===== src/rtl/xfer_pkg.sv =====
package xfer_pkg;

  typedef enum logic [1:0] {
    XS_BYTE     = 2'd0,
    XS_HALF     = 2'd1,
    XS_WORD     = 2'd2,
    XS_WORD_ALT = 2'd3
  } xfer_size_e;

  typedef enum logic [1:0] {
    AM_CONST      = 2'd0,
    AM_REG        = 2'd1,
    AM_REGOFS     = 2'd2,
    AM_REGOFS_ALT = 2'd3
  } addr_mode_e;

  // Number of bytes moved for a size code, given the lane count of a word.
  function automatic int unsigned size_bytes(xfer_size_e sz, int unsigned lanes);
    case (sz)
      XS_BYTE: size_bytes = 1;
      XS_HALF: size_bytes = 2;
      default: size_bytes = lanes;
    endcase
  endfunction

endpackage


===== src/rtl/xfer_addr_gen.sv =====
module xfer_addr_gen
  import xfer_pkg::*;
#(
  parameter int ADDR_W = 32,
  parameter int LANES  = 4
) (
  input  addr_mode_e        mode,
  input  xfer_size_e        size,
  input  logic [ADDR_W-1:0] base,
  input  logic [ADDR_W-1:0] cnst,
  output logic [ADDR_W-1:0] ea,
  output logic              misaligned
);
  localparam int LANE_W = $clog2(LANES);

  logic [LANE_W-1:0] align_mask;

  always_comb begin
    case (mode)
      AM_CONST: ea = cnst;
      AM_REG:   ea = base;
      default:  ea = base + cnst;
    endcase
  end

  always_comb begin
    case (size)
      XS_BYTE: align_mask = '0;
      XS_HALF: align_mask = LANE_W'(1);
      default: align_mask = '1;
    endcase
    misaligned = |(ea[LANE_W-1:0] & align_mask);
  end

endmodule


===== src/rtl/xfer_store_lanes.sv =====
module xfer_store_lanes
  import xfer_pkg::*;
#(
  parameter int DATA_W = 32
) (
  input  xfer_size_e                   size,
  input  logic [$clog2(DATA_W/8)-1:0]  lane,
  input  logic [DATA_W-1:0]            src,
  output logic [DATA_W/8-1:0]          be,
  output logic [DATA_W-1:0]            wdata
);
  localparam int LANES  = DATA_W / 8;
  localparam int LANE_W = $clog2(LANES);

  logic [DATA_W-1:0] shifted;
  logic [LANE_W:0]   nbytes;

  always_comb begin
    shifted = src << {lane, 3'b000};
    nbytes  = (LANE_W+1)'(size_bytes(size, LANES));
  end

  for (genvar l = 0; l < LANES; l++) begin : g_lane
    logic [LANE_W:0] rel;
    always_comb begin
      rel = (LANE_W+1)'(l) - {1'b0, lane};
      be[l] = (l >= int'(lane)) && (rel < nbytes);
      wdata[8*l +: 8] = be[l] ? shifted[8*l +: 8] : 8'h00;
    end
  end

  always_comb begin
    if (size == XS_BYTE) begin

      byte_be_single_chk: assert ($countones(be) == 1);
    end
  end

endmodule


===== src/rtl/xfer_load_extract.sv =====
module xfer_load_extract
  import xfer_pkg::*;
#(
  parameter int DATA_W = 32
) (
  input  xfer_size_e                   size,
  input  logic [$clog2(DATA_W/8)-1:0]  lane,
  input  logic [DATA_W-1:0]            rdata,
  output logic [DATA_W-1:0]            result
);
  localparam int LANES  = DATA_W / 8;
  localparam int LANE_W = $clog2(LANES);

  logic [DATA_W-1:0] shifted;
  int unsigned       nbytes;

  always_comb begin
    shifted = rdata >> {lane, 3'b000};
    nbytes  = size_bytes(size, LANES);
  end

  for (genvar l = 0; l < LANES; l++) begin : g_byte
    always_comb result[8*l +: 8] = (l < nbytes) ? shifted[8*l +: 8] : 8'h00;
  end

  always_comb begin
    if (size == XS_BYTE) begin

      byte_zext_chk: assert (result[DATA_W-1:8] == '0);
    end
  end

endmodule


===== src/rtl/xfer_unit.sv =====
module xfer_unit
  import xfer_pkg::*;
#(
  parameter int ADDR_W = 32,
  parameter int DATA_W = 32,
  parameter int REGS   = 32,
  parameter int RD_LAT = 1
) (
  input  logic                       clk,
  input  logic                       rst,
  input  logic                       req_valid,
  input  logic                       req_store,
  input  logic [1:0]                 req_size,
  input  logic [1:0]                 req_amode,
  input  logic [ADDR_W-1:0]          req_base,
  input  logic [ADDR_W-1:0]          req_const,
  input  logic                       req_dsel,
  input  logic [DATA_W-1:0]          req_sdata,
  input  logic [DATA_W-1:0]          req_imm,
  input  logic [$clog2(REGS)-1:0]    req_dest,
  output logic                       mem_en,
  output logic                       mem_we,
  output logic [ADDR_W-1:0]          mem_addr,
  output logic [DATA_W/8-1:0]        mem_be,
  output logic [DATA_W-1:0]          mem_wdata,
  input  logic [DATA_W-1:0]          mem_rdata,
  output logic                       rf_we,
  output logic [$clog2(REGS)-1:0]    rf_waddr,
  output logic [DATA_W-1:0]          rf_wdata,
  output logic                       misalign_err
);
  localparam int LANES  = DATA_W / 8;
  localparam int LANE_W = $clog2(LANES);
  localparam int REG_W  = $clog2(REGS);

  xfer_size_e        size_in;
  addr_mode_e        mode_in;
  logic [ADDR_W-1:0] ea;
  logic              misaligned;
  logic [DATA_W-1:0] st_src;
  logic [LANES-1:0]  st_be;
  logic [DATA_W-1:0] st_wdata;
  logic              go_ok;

  always_comb begin
    size_in = xfer_size_e'(req_size);
    mode_in = addr_mode_e'(req_amode);
    st_src  = req_dsel ? req_imm : req_sdata;
    go_ok   = req_valid && !misaligned;
  end

  xfer_addr_gen #(.ADDR_W(ADDR_W), .LANES(LANES)) u_agen (
    .mode       (mode_in),
    .size       (size_in),
    .base       (req_base),
    .cnst       (req_const),
    .ea         (ea),
    .misaligned (misaligned)
  );

  xfer_store_lanes #(.DATA_W(DATA_W)) u_st (
    .size  (size_in),
    .lane  (ea[LANE_W-1:0]),
    .src   (st_src),
    .be    (st_be),
    .wdata (st_wdata)
  );

  // Request stage: memory-side registers
  always_ff @(posedge clk) begin
    if (rst) begin
      mem_en       <= 1'b0;
      mem_we       <= 1'b0;
      mem_addr     <= '0;
      mem_be       <= '0;
      mem_wdata    <= '0;
      misalign_err <= 1'b0;
    end else begin
      mem_en       <= go_ok;
      mem_we       <= go_ok && req_store;
      mem_addr     <= go_ok ? {ea[ADDR_W-1:LANE_W], {LANE_W{1'b0}}} : '0;
      mem_be       <= (go_ok && req_store) ? st_be : '0;
      mem_wdata    <= (go_ok && req_store) ? st_wdata : '0;
      misalign_err <= req_valid && misaligned;
    end
  end

  // Load tracking delay line: stage 0 aligns with the access, stage RD_LAT with read data
  logic              ld_v    [RD_LAT+1];
  xfer_size_e        ld_size [RD_LAT+1];
  logic [LANE_W-1:0] ld_lane [RD_LAT+1];
  logic [REG_W-1:0]  ld_dest [RD_LAT+1];

  always_ff @(posedge clk) begin
    if (rst) begin
      ld_v[0]    <= 1'b0;
      ld_size[0] <= XS_BYTE;
      ld_lane[0] <= '0;
      ld_dest[0] <= '0;
    end else begin
      ld_v[0]    <= go_ok && !req_store;
      ld_size[0] <= size_in;
      ld_lane[0] <= ea[LANE_W-1:0];
      ld_dest[0] <= req_dest;
    end
  end

  for (genvar s = 1; s <= RD_LAT; s++) begin : g_ldpipe
    always_ff @(posedge clk) begin
      if (rst) begin
        ld_v[s]    <= 1'b0;
        ld_size[s] <= XS_BYTE;
        ld_lane[s] <= '0;
        ld_dest[s] <= '0;
      end else begin
        ld_v[s]    <= ld_v[s-1];
        ld_size[s] <= ld_size[s-1];
        ld_lane[s] <= ld_lane[s-1];
        ld_dest[s] <= ld_dest[s-1];
      end
    end
  end

  logic [DATA_W-1:0] ld_result;

  xfer_load_extract #(.DATA_W(DATA_W)) u_ld (
    .size   (ld_size[RD_LAT]),
    .lane   (ld_lane[RD_LAT]),
    .rdata  (mem_rdata),
    .result (ld_result)
  );

  always_ff @(posedge clk) begin
    if (rst) begin
      rf_we    <= 1'b0;
      rf_waddr <= '0;
      rf_wdata <= '0;
    end else begin
      rf_we    <= ld_v[RD_LAT];
      rf_waddr <= ld_v[RD_LAT] ? ld_dest[RD_LAT] : '0;
      rf_wdata <= ld_v[RD_LAT] ? ld_result : '0;
    end
  end


  we_needs_en_chk: assert property (@(posedge clk) disable iff (rst)
    mem_we |-> mem_en);


  store_be_nonzero_chk: assert property (@(posedge clk) disable iff (rst)
    mem_we |-> (mem_be != '0));


  load_be_zero_chk: assert property (@(posedge clk) disable iff (rst)
    (mem_en && !mem_we) |-> (mem_be == '0));


  err_no_access_chk: assert property (@(posedge clk) disable iff (rst)
    misalign_err |-> (!mem_en && !mem_we && mem_be == '0));


  addr_aligned_chk: assert property (@(posedge clk) disable iff (rst)
    mem_en |-> (mem_addr[LANE_W-1:0] == '0));


  idle_quiet_chk: assert property (@(posedge clk) disable iff (rst)
    !$past(req_valid) |-> (!mem_en && !misalign_err));

endmodule


===== config.mk =====
export PLATFORM = sky130hd
export DESIGN_NAME = xfer_unit
export DESIGN_NICKNAME = d
export VERILOG_FILES = /design/src/rtl/xfer_pkg.sv /design/src/rtl/xfer_addr_gen.sv /design/src/rtl/xfer_store_lanes.sv /design/src/rtl/xfer_load_extract.sv /design/src/rtl/xfer_unit.sv
export SDC_FILE = /design/constraint.sdc
export NUM_CORES = 1
export LEC_CHECK = 0
export BUFFER_PORTS_ARGS = -buffer_cell sky130_fd_sc_hd__buf_2
export CAP_MARGIN = 25
export CORE_MARGIN = 3
export CORE_UTILIZATION = 45
export DETAILED_ROUTE_END_ITERATION = 12
export PLACE_DENSITY = 0.84
export SYNTH_ARGS = -nofsm -noshare
export SYNTH_HDL_FRONTEND = slang
export SYNTH_SLANG_ARGS = --single-unit

===== constraint.sdc =====
create_clock -name clk -period 3.7 [get_ports clk]
set_input_delay 0.185 -clock clk [delete_from_list [all_inputs] [get_ports clk]]
set_output_delay 0.185 -clock clk [all_outputs]
set_load 0.01 [all_outputs]

# Word-level counts from Yosys, hierarchy flattened
# Memories as Yosys holds them, arrays and structs flattened. A register that Yosys moved wholly into a read port is not among the register bits.
# Cells that the tools add are included.
totals:
  register_bits: 104
  ramBits: 20
  in_bits: 174
  output_inout_bits: 109
  elab_cells: 100
  n_memories: 4
op_classes:
  addsub: 5
  magnitude_cmp: 11
  n_eq_ne: 3
  shift: 2
  n_mux: 16
  n_bitwise: 20
  reduce_logical: 24
memory_table:
  columns: ["name", "words", "width", "rd", "rd_clocked_by_memory_dff", "write_ports", "line_no", "source"]
  rows:
  - ["ld_dest", 2, 5, 2, 1, 2, "xfer_unit.sv:92", "logic [REG_W-1:0] ld_dest [RD_LAT+1];"]
  - ["ld_lane", 2, 2, 2, 0, 2, "xfer_unit.sv:91", "logic [LANE_W-1:0] ld_lane [RD_LAT+1];"]
  - ["ld_size", 2, 2, 2, 0, 2, "xfer_unit.sv:90", "xfer_size_e ld_size [RD_LAT+1];"]
  - ["ld_v", 2, 1, 2, 0, 2, "xfer_unit.sv:89", "logic ld_v [RD_LAT+1];"]
ops:
  columns: ["cell", "n"]
  rows:
  - ["$pmux 32 s2", 1]
  - ["$add 32x32->32", 1]
  - ["$mux 32", 1]
  - ["$shl 32x5->32", 1]
  - ["$shr 32x5->32", 1]
  - ["$reduce_or 3->1", 8]
  - ["$lt 3x3->1", 4]
  - ["$pmux 3 s2", 2]
  - ["$not 1->1", 11]
  - ["$mux 5", 2]
  - ["$mux 2", 4]
  - ["$or 1x1->1", 8]
  - ["$reduce_or 2->1", 4]
  - ["$logic_and 1x1->1", 7]
  - ["$eq 2x1->1 const B", 3]
  - ["$logic_not 2->1", 3]
  - ["$lt 1x3->1 const A", 2]
  - ["$lt 2x3->1 const A", 2]
  - ["$sub 1x2->3 const A", 2]
  - ["$sub 2x2->3 const A", 2]
  - ["$mux 1", 5]
  - ["$ge 1x2->1 const A", 2]
  - ["$pmux 2 s2", 1]
  - ["$and 2x2->2", 1]
  - ["2 further kinds", 3]

# Depth between registers and ports, before layout
depth:
  ltp_word: 9
  ltp_mapped: 16
  mapped_depth_nobuf: 13

# Cells and area by module
# Synthesis repeated with hierarchy kept, for this count alone.
unflattened:
  cells_unflattened: 870
  hier_area_um2: 7845.0
by_module_without_submodules:
  columns: ["mod", "n_inst", "cells_each", "area_each_um2", "seq_area_each_um2"]
  rows:
  - ["xfer_unit", 1, 307, 3844.9, 2542.4]
  - ["xfer_addr_gen", 1, 360, 2481.1, 0.0]
  - ["xfer_store_lanes", 1, 113, 828.3, 0.0]
  - ["xfer_load_extract", 1, 90, 690.7, 0.0]

# Worst setup path after synthesis
# No wires, ideal clock.
synth_path:
  path_kind: "input -> register"
  startpoint: "input req_base[0]"
  endpoint: "register mem_wdata[10]"
  setup_time_ns: 0.067
  arrival_ns: 2.901
  setup_slack_ns: 0.732
  stages: 16
  path_buffers: 3
  path_cell_list: "ha_1 > inv_1 > fa_1 > nand2_1 > o21ai_0 > clkbuf_1 > clkbuf_1 > inv_1 > ha_1 > nor2_1 > nand3b_1 > inv_2 > and2_1 > buf_2 > o311ai_2 > nor2_1"
synth_between:
  elab_chain_len: 9
  word_cells_on_any_way: 15
  cone_classes: "2 x add/sub; 2 x order compare; 1 x shift; 1 x mux; 3 x bitwise; 6 x reduce/logical"
synth_lines:
  columns: ["element", "line_no", "source"]
  rows:
  - ["from (decl)", "xfer_unit.sv:15", "input logic [ADDR_W-1:0] req_base,"]
  - ["$add 32x32->32 *", "xfer_addr_gen.sv:22", "default: ea = base + cnst;"]
  - ["$pmux 32 s2 *", "xfer_addr_gen.sv:19", "case (mode)"]
  - ["via ea[1]", "xfer_unit.sv:38", "logic [ADDR_W-1:0] ea;"]
  - ["branches (longest 7 deep; another with $sub 1x2->3)", null, null]
  - ["to (signal assigned)", "xfer_unit.sv:83", "mem_wdata <= (go_ok && req_store) ? st_wdata : '0;"]
  - ["to (decl)", "xfer_unit.sv:25", "output logic [DATA_W-1:0] mem_wdata,"]
# Mark *: on every way through the listed nets, which the timed path passes.
# A chain may end at the register's enable or synchronous reset.

# Final worst setup path
layout_path:
  startpoint: "input req_base[0]"
  endpoint: "register mem_wdata[8]"
# Same word-level chain as after synthesis.

==> impl_results.md <==
* Outcome: complete, no violations
* Clock insertion delay at the later pin of the skew report at 0.41 ns
* CTS tree: built
* Ys async rst share at 0%
* Relative slew slack at 26.9%
* Layout fillers at 1,247
* Skew final at 0.00709 ns
* Std-Cell Rows at 44
* Critical Path RT at 4.04 ns
* Sequential area share after synthesis at 37.3%
* Syn. warnings at 0
* Largest net degree at the start of global routing at 46
* Largest area contributor in the netlist: dfxtp_1
* Final GP Congestion at 0.940
* Clk slew on worst S/H paths at 0.06 ns
* CP Launch Point: req_base[0]
* Die span in x at 129 µm
* Detailed Place HPWL at 16,000 µm
* DR pass1 iterations at 5
* Drt total wl at 20,600 µm
* Most used DFF post-synth: dfxtp_1
* Root buffer cell: clkbuf_16
* #FFs+latches synth at 127
* HP Start: mem_rdata[29]
* Core Area at 14,700 µm²
* Final net count at 1,245
* Height of the die at 129 µm
* Ant diodes at 0
* Post-synth EDFFs at 0
* Crit Reg-Reg Startpoint: ld_lane[1][1]
* GR Util All Layers at 24.1%
* Register area at 2540 µm²
* Gate count of the mapped netlist at 761
* First-pass GRT wire length at 31,700 µm
* Final Max Tran Viols at 0
* Share of post-route cells with drive strength above 1 at 34.4%
* Final setup viols at 0
* Top cells by area, synth: dfxtp_1 37%, ha_1 7.0%, a211oi_1 5.7%
* Syn Area/Cell at 8.97 µm²
* Crit path capture type: flip-flop
* 1st-iter DRT viols at 401
* Leading cell type in the layout, fill and taps excluded: buf_2
* Leakage at 4.37 nW
* Critical Path Start Type: input port
* Critical Path Max Stage Delay at 0.48 ns
* Post-Synthesis Cell Area at 6820 µm²
* Worst-path cell chain: buf_2, ha_1, inv_1, fa_1, nand2_1, o21ai_2, inv_1, ha_1, nor2_1, nand3b_1, buf_4, inv_2, and2_1, o311ai_2, nor2_1
* Vias in the first global route at 6,273
* Pwr Total at 0.00404 W
* IO Port Bufs at 280
* Post-DRT Antenna Nets at 0
* Post-CTS Setup Inserts at 0
* Family with the most delay on the worst path: adder cells
* Synth-to-Final Area Change at 32.7%
* CP bufs+invs at 5
* IO Pins at 283
* Routed via count at 6,678
* Final core occ at 61.6%
* Post-route DRC violation count at 0
* Peak supply drop at 0.306 mV
* Final Hold Viols at 0
* Max-Cap Viols at 0
* WL/cell at 16.7 µm
* Most frequent cells in the layout: 280 x buf_2, 127 x dfxtp_1, 99 x nor2_1, 65 x a21oi_1
* HP Class: input port to flip-flop
* Area fraction of the dominant cell type after synthesis at 37.3%
* Multi-input logic area at 4040 µm²
* Antenna violations before repair at 1
* Die area at 16,700 µm²
* Final period utilization at 69.4%
* CP max-delay cell: fa_1
* Top fanout value on the critical path at 20
* Period minus WS final at 2.57 ns
* Grt ovf at 0
* H-tree depth at 4
* Setup tns final at 0 ns
* Initial Utilization at 46.4%
* PD cells at 446 nW/µm²
* RSZ-0062 raised after global routing: false
* CP arrival at 2.91 ns
* Clock sinks at 127
* Achievable Freq at 389 MHz
* Kind of critical path: input port to flip-flop
* Clock buffer depth at 2
* Worst-margin pin slew at 1.08 ns
* Vias per inst at 5.43
* Cell variety after synth at 59
* TritonCTS buffer count at 17
==> registers in the layout, summed over array words and instances (netlist names), 2 cells and up <==
signal / flops
ld_lane: 4
ld_dest: 10
mem_wdata: 32
mem_addr: 30
ld_v: 2
mem_be: 4
rf_waddr: 5
rf_wdata: 32
ld_size: 4
==> what timing repair did <==
item                                   in CTS  in global routing
hold buffers                                6                  0
resized for setup                           0                  0
endpoints found under the hold margin       6                  0
==> where the power goes <==
part / leakage (nW) / internal, W / switching, W / total [W]
clock: 0.311 / 0.00115 / 0.000686 / 0.00184
sequential: 1.03 / 0.00140 / 0.0000148 / 0.00142
combinational: 3.03 / 0.000346 / 0.000436 / 0.000781
total: 4.37 / 0.00290 / 0.00114 / 0.00404
==> stage by stage <==
stage	instance area, µm²	std cells	setup slack, ns	hold WS [ns]
final	9050	1229	1.13	0.0291
after floorplan	6830	762	0.732	0.257
after global routing	9050	1229	0.878	0.0208
after global placement	8340	1191	0.866	0.393
after detailed placement	8340	1191	0.759	0.390
after CTS	9050	1229	1.18	0.0122
==> layout make-up <==
| type | instances | area share (%) |
|---|---|---|
| clock buffer | 17 | 4.70 |
| clock inverter | 15 | 2.45 |
| inverter | 22 | 0.912 |
| multi-input combinational | 571 | 44.6 |
| sequential | 127 | 28.1 |
| tap | 184 | 2.54 |
| timing repair buffer | 293 | 16.7 |
==> cell usage after synthesis, drive strengths merged, types with 15 or more instances <==
| library cell | count |
|---|---|
| a211oi | 52 |
| a21oi | 67 |
| nand2 | 36 |
| nor2b | 52 |
| nor2 | 99 |
| o21ai | 22 |
| inv | 22 |
| dfxtp | 127 |
| and2 | 15 |
| mux2i | 36 |
| clkbuf | 32 |
| nand3 | 16 |
| ha | 38 |
| mux4 | 16 |
==> worst paths after layout <==
path	to	slack, ns	cells after the start
max	mem_wdata[8]	1.13	15
min reg2reg	rf_waddr[3]	0.42	1
min	rf_wdata[29]	0.03	2
max reg2reg	rf_wdata[25]	1.74	2
==> layer usage <==
| metal | vias up | track usage [%] | wire (µm) |
|---|---|---|---|
| met5 | - | 0 | 8 |
| met2 | 309 | 40.8 | 10100 |
| met4 | 2 | 8.71 | 534 |
| met3 | 38 | 5.89 | 1530 |
| li1 | 3259 | - | - |
| met1 | 3070 | 29.7 | 8360 |
==> logic make-up (layout without fill, tap and decap cells) <==
kind of cell    after synthesis  count (layout)  synth area share, %
compound gates              194             194                 18.6
xor+xnor                     22              22                 2.82
fa+ha+maj                    39              39                 7.26
buf+inv                      64             347                 3.70
flops                       127             127                 37.3
mux                          62              62                 12.2
other cells                   1               2               0.0550
simple gates                252             252                 18.1
No activity file was read; power rests on OpenSTA's default activity.
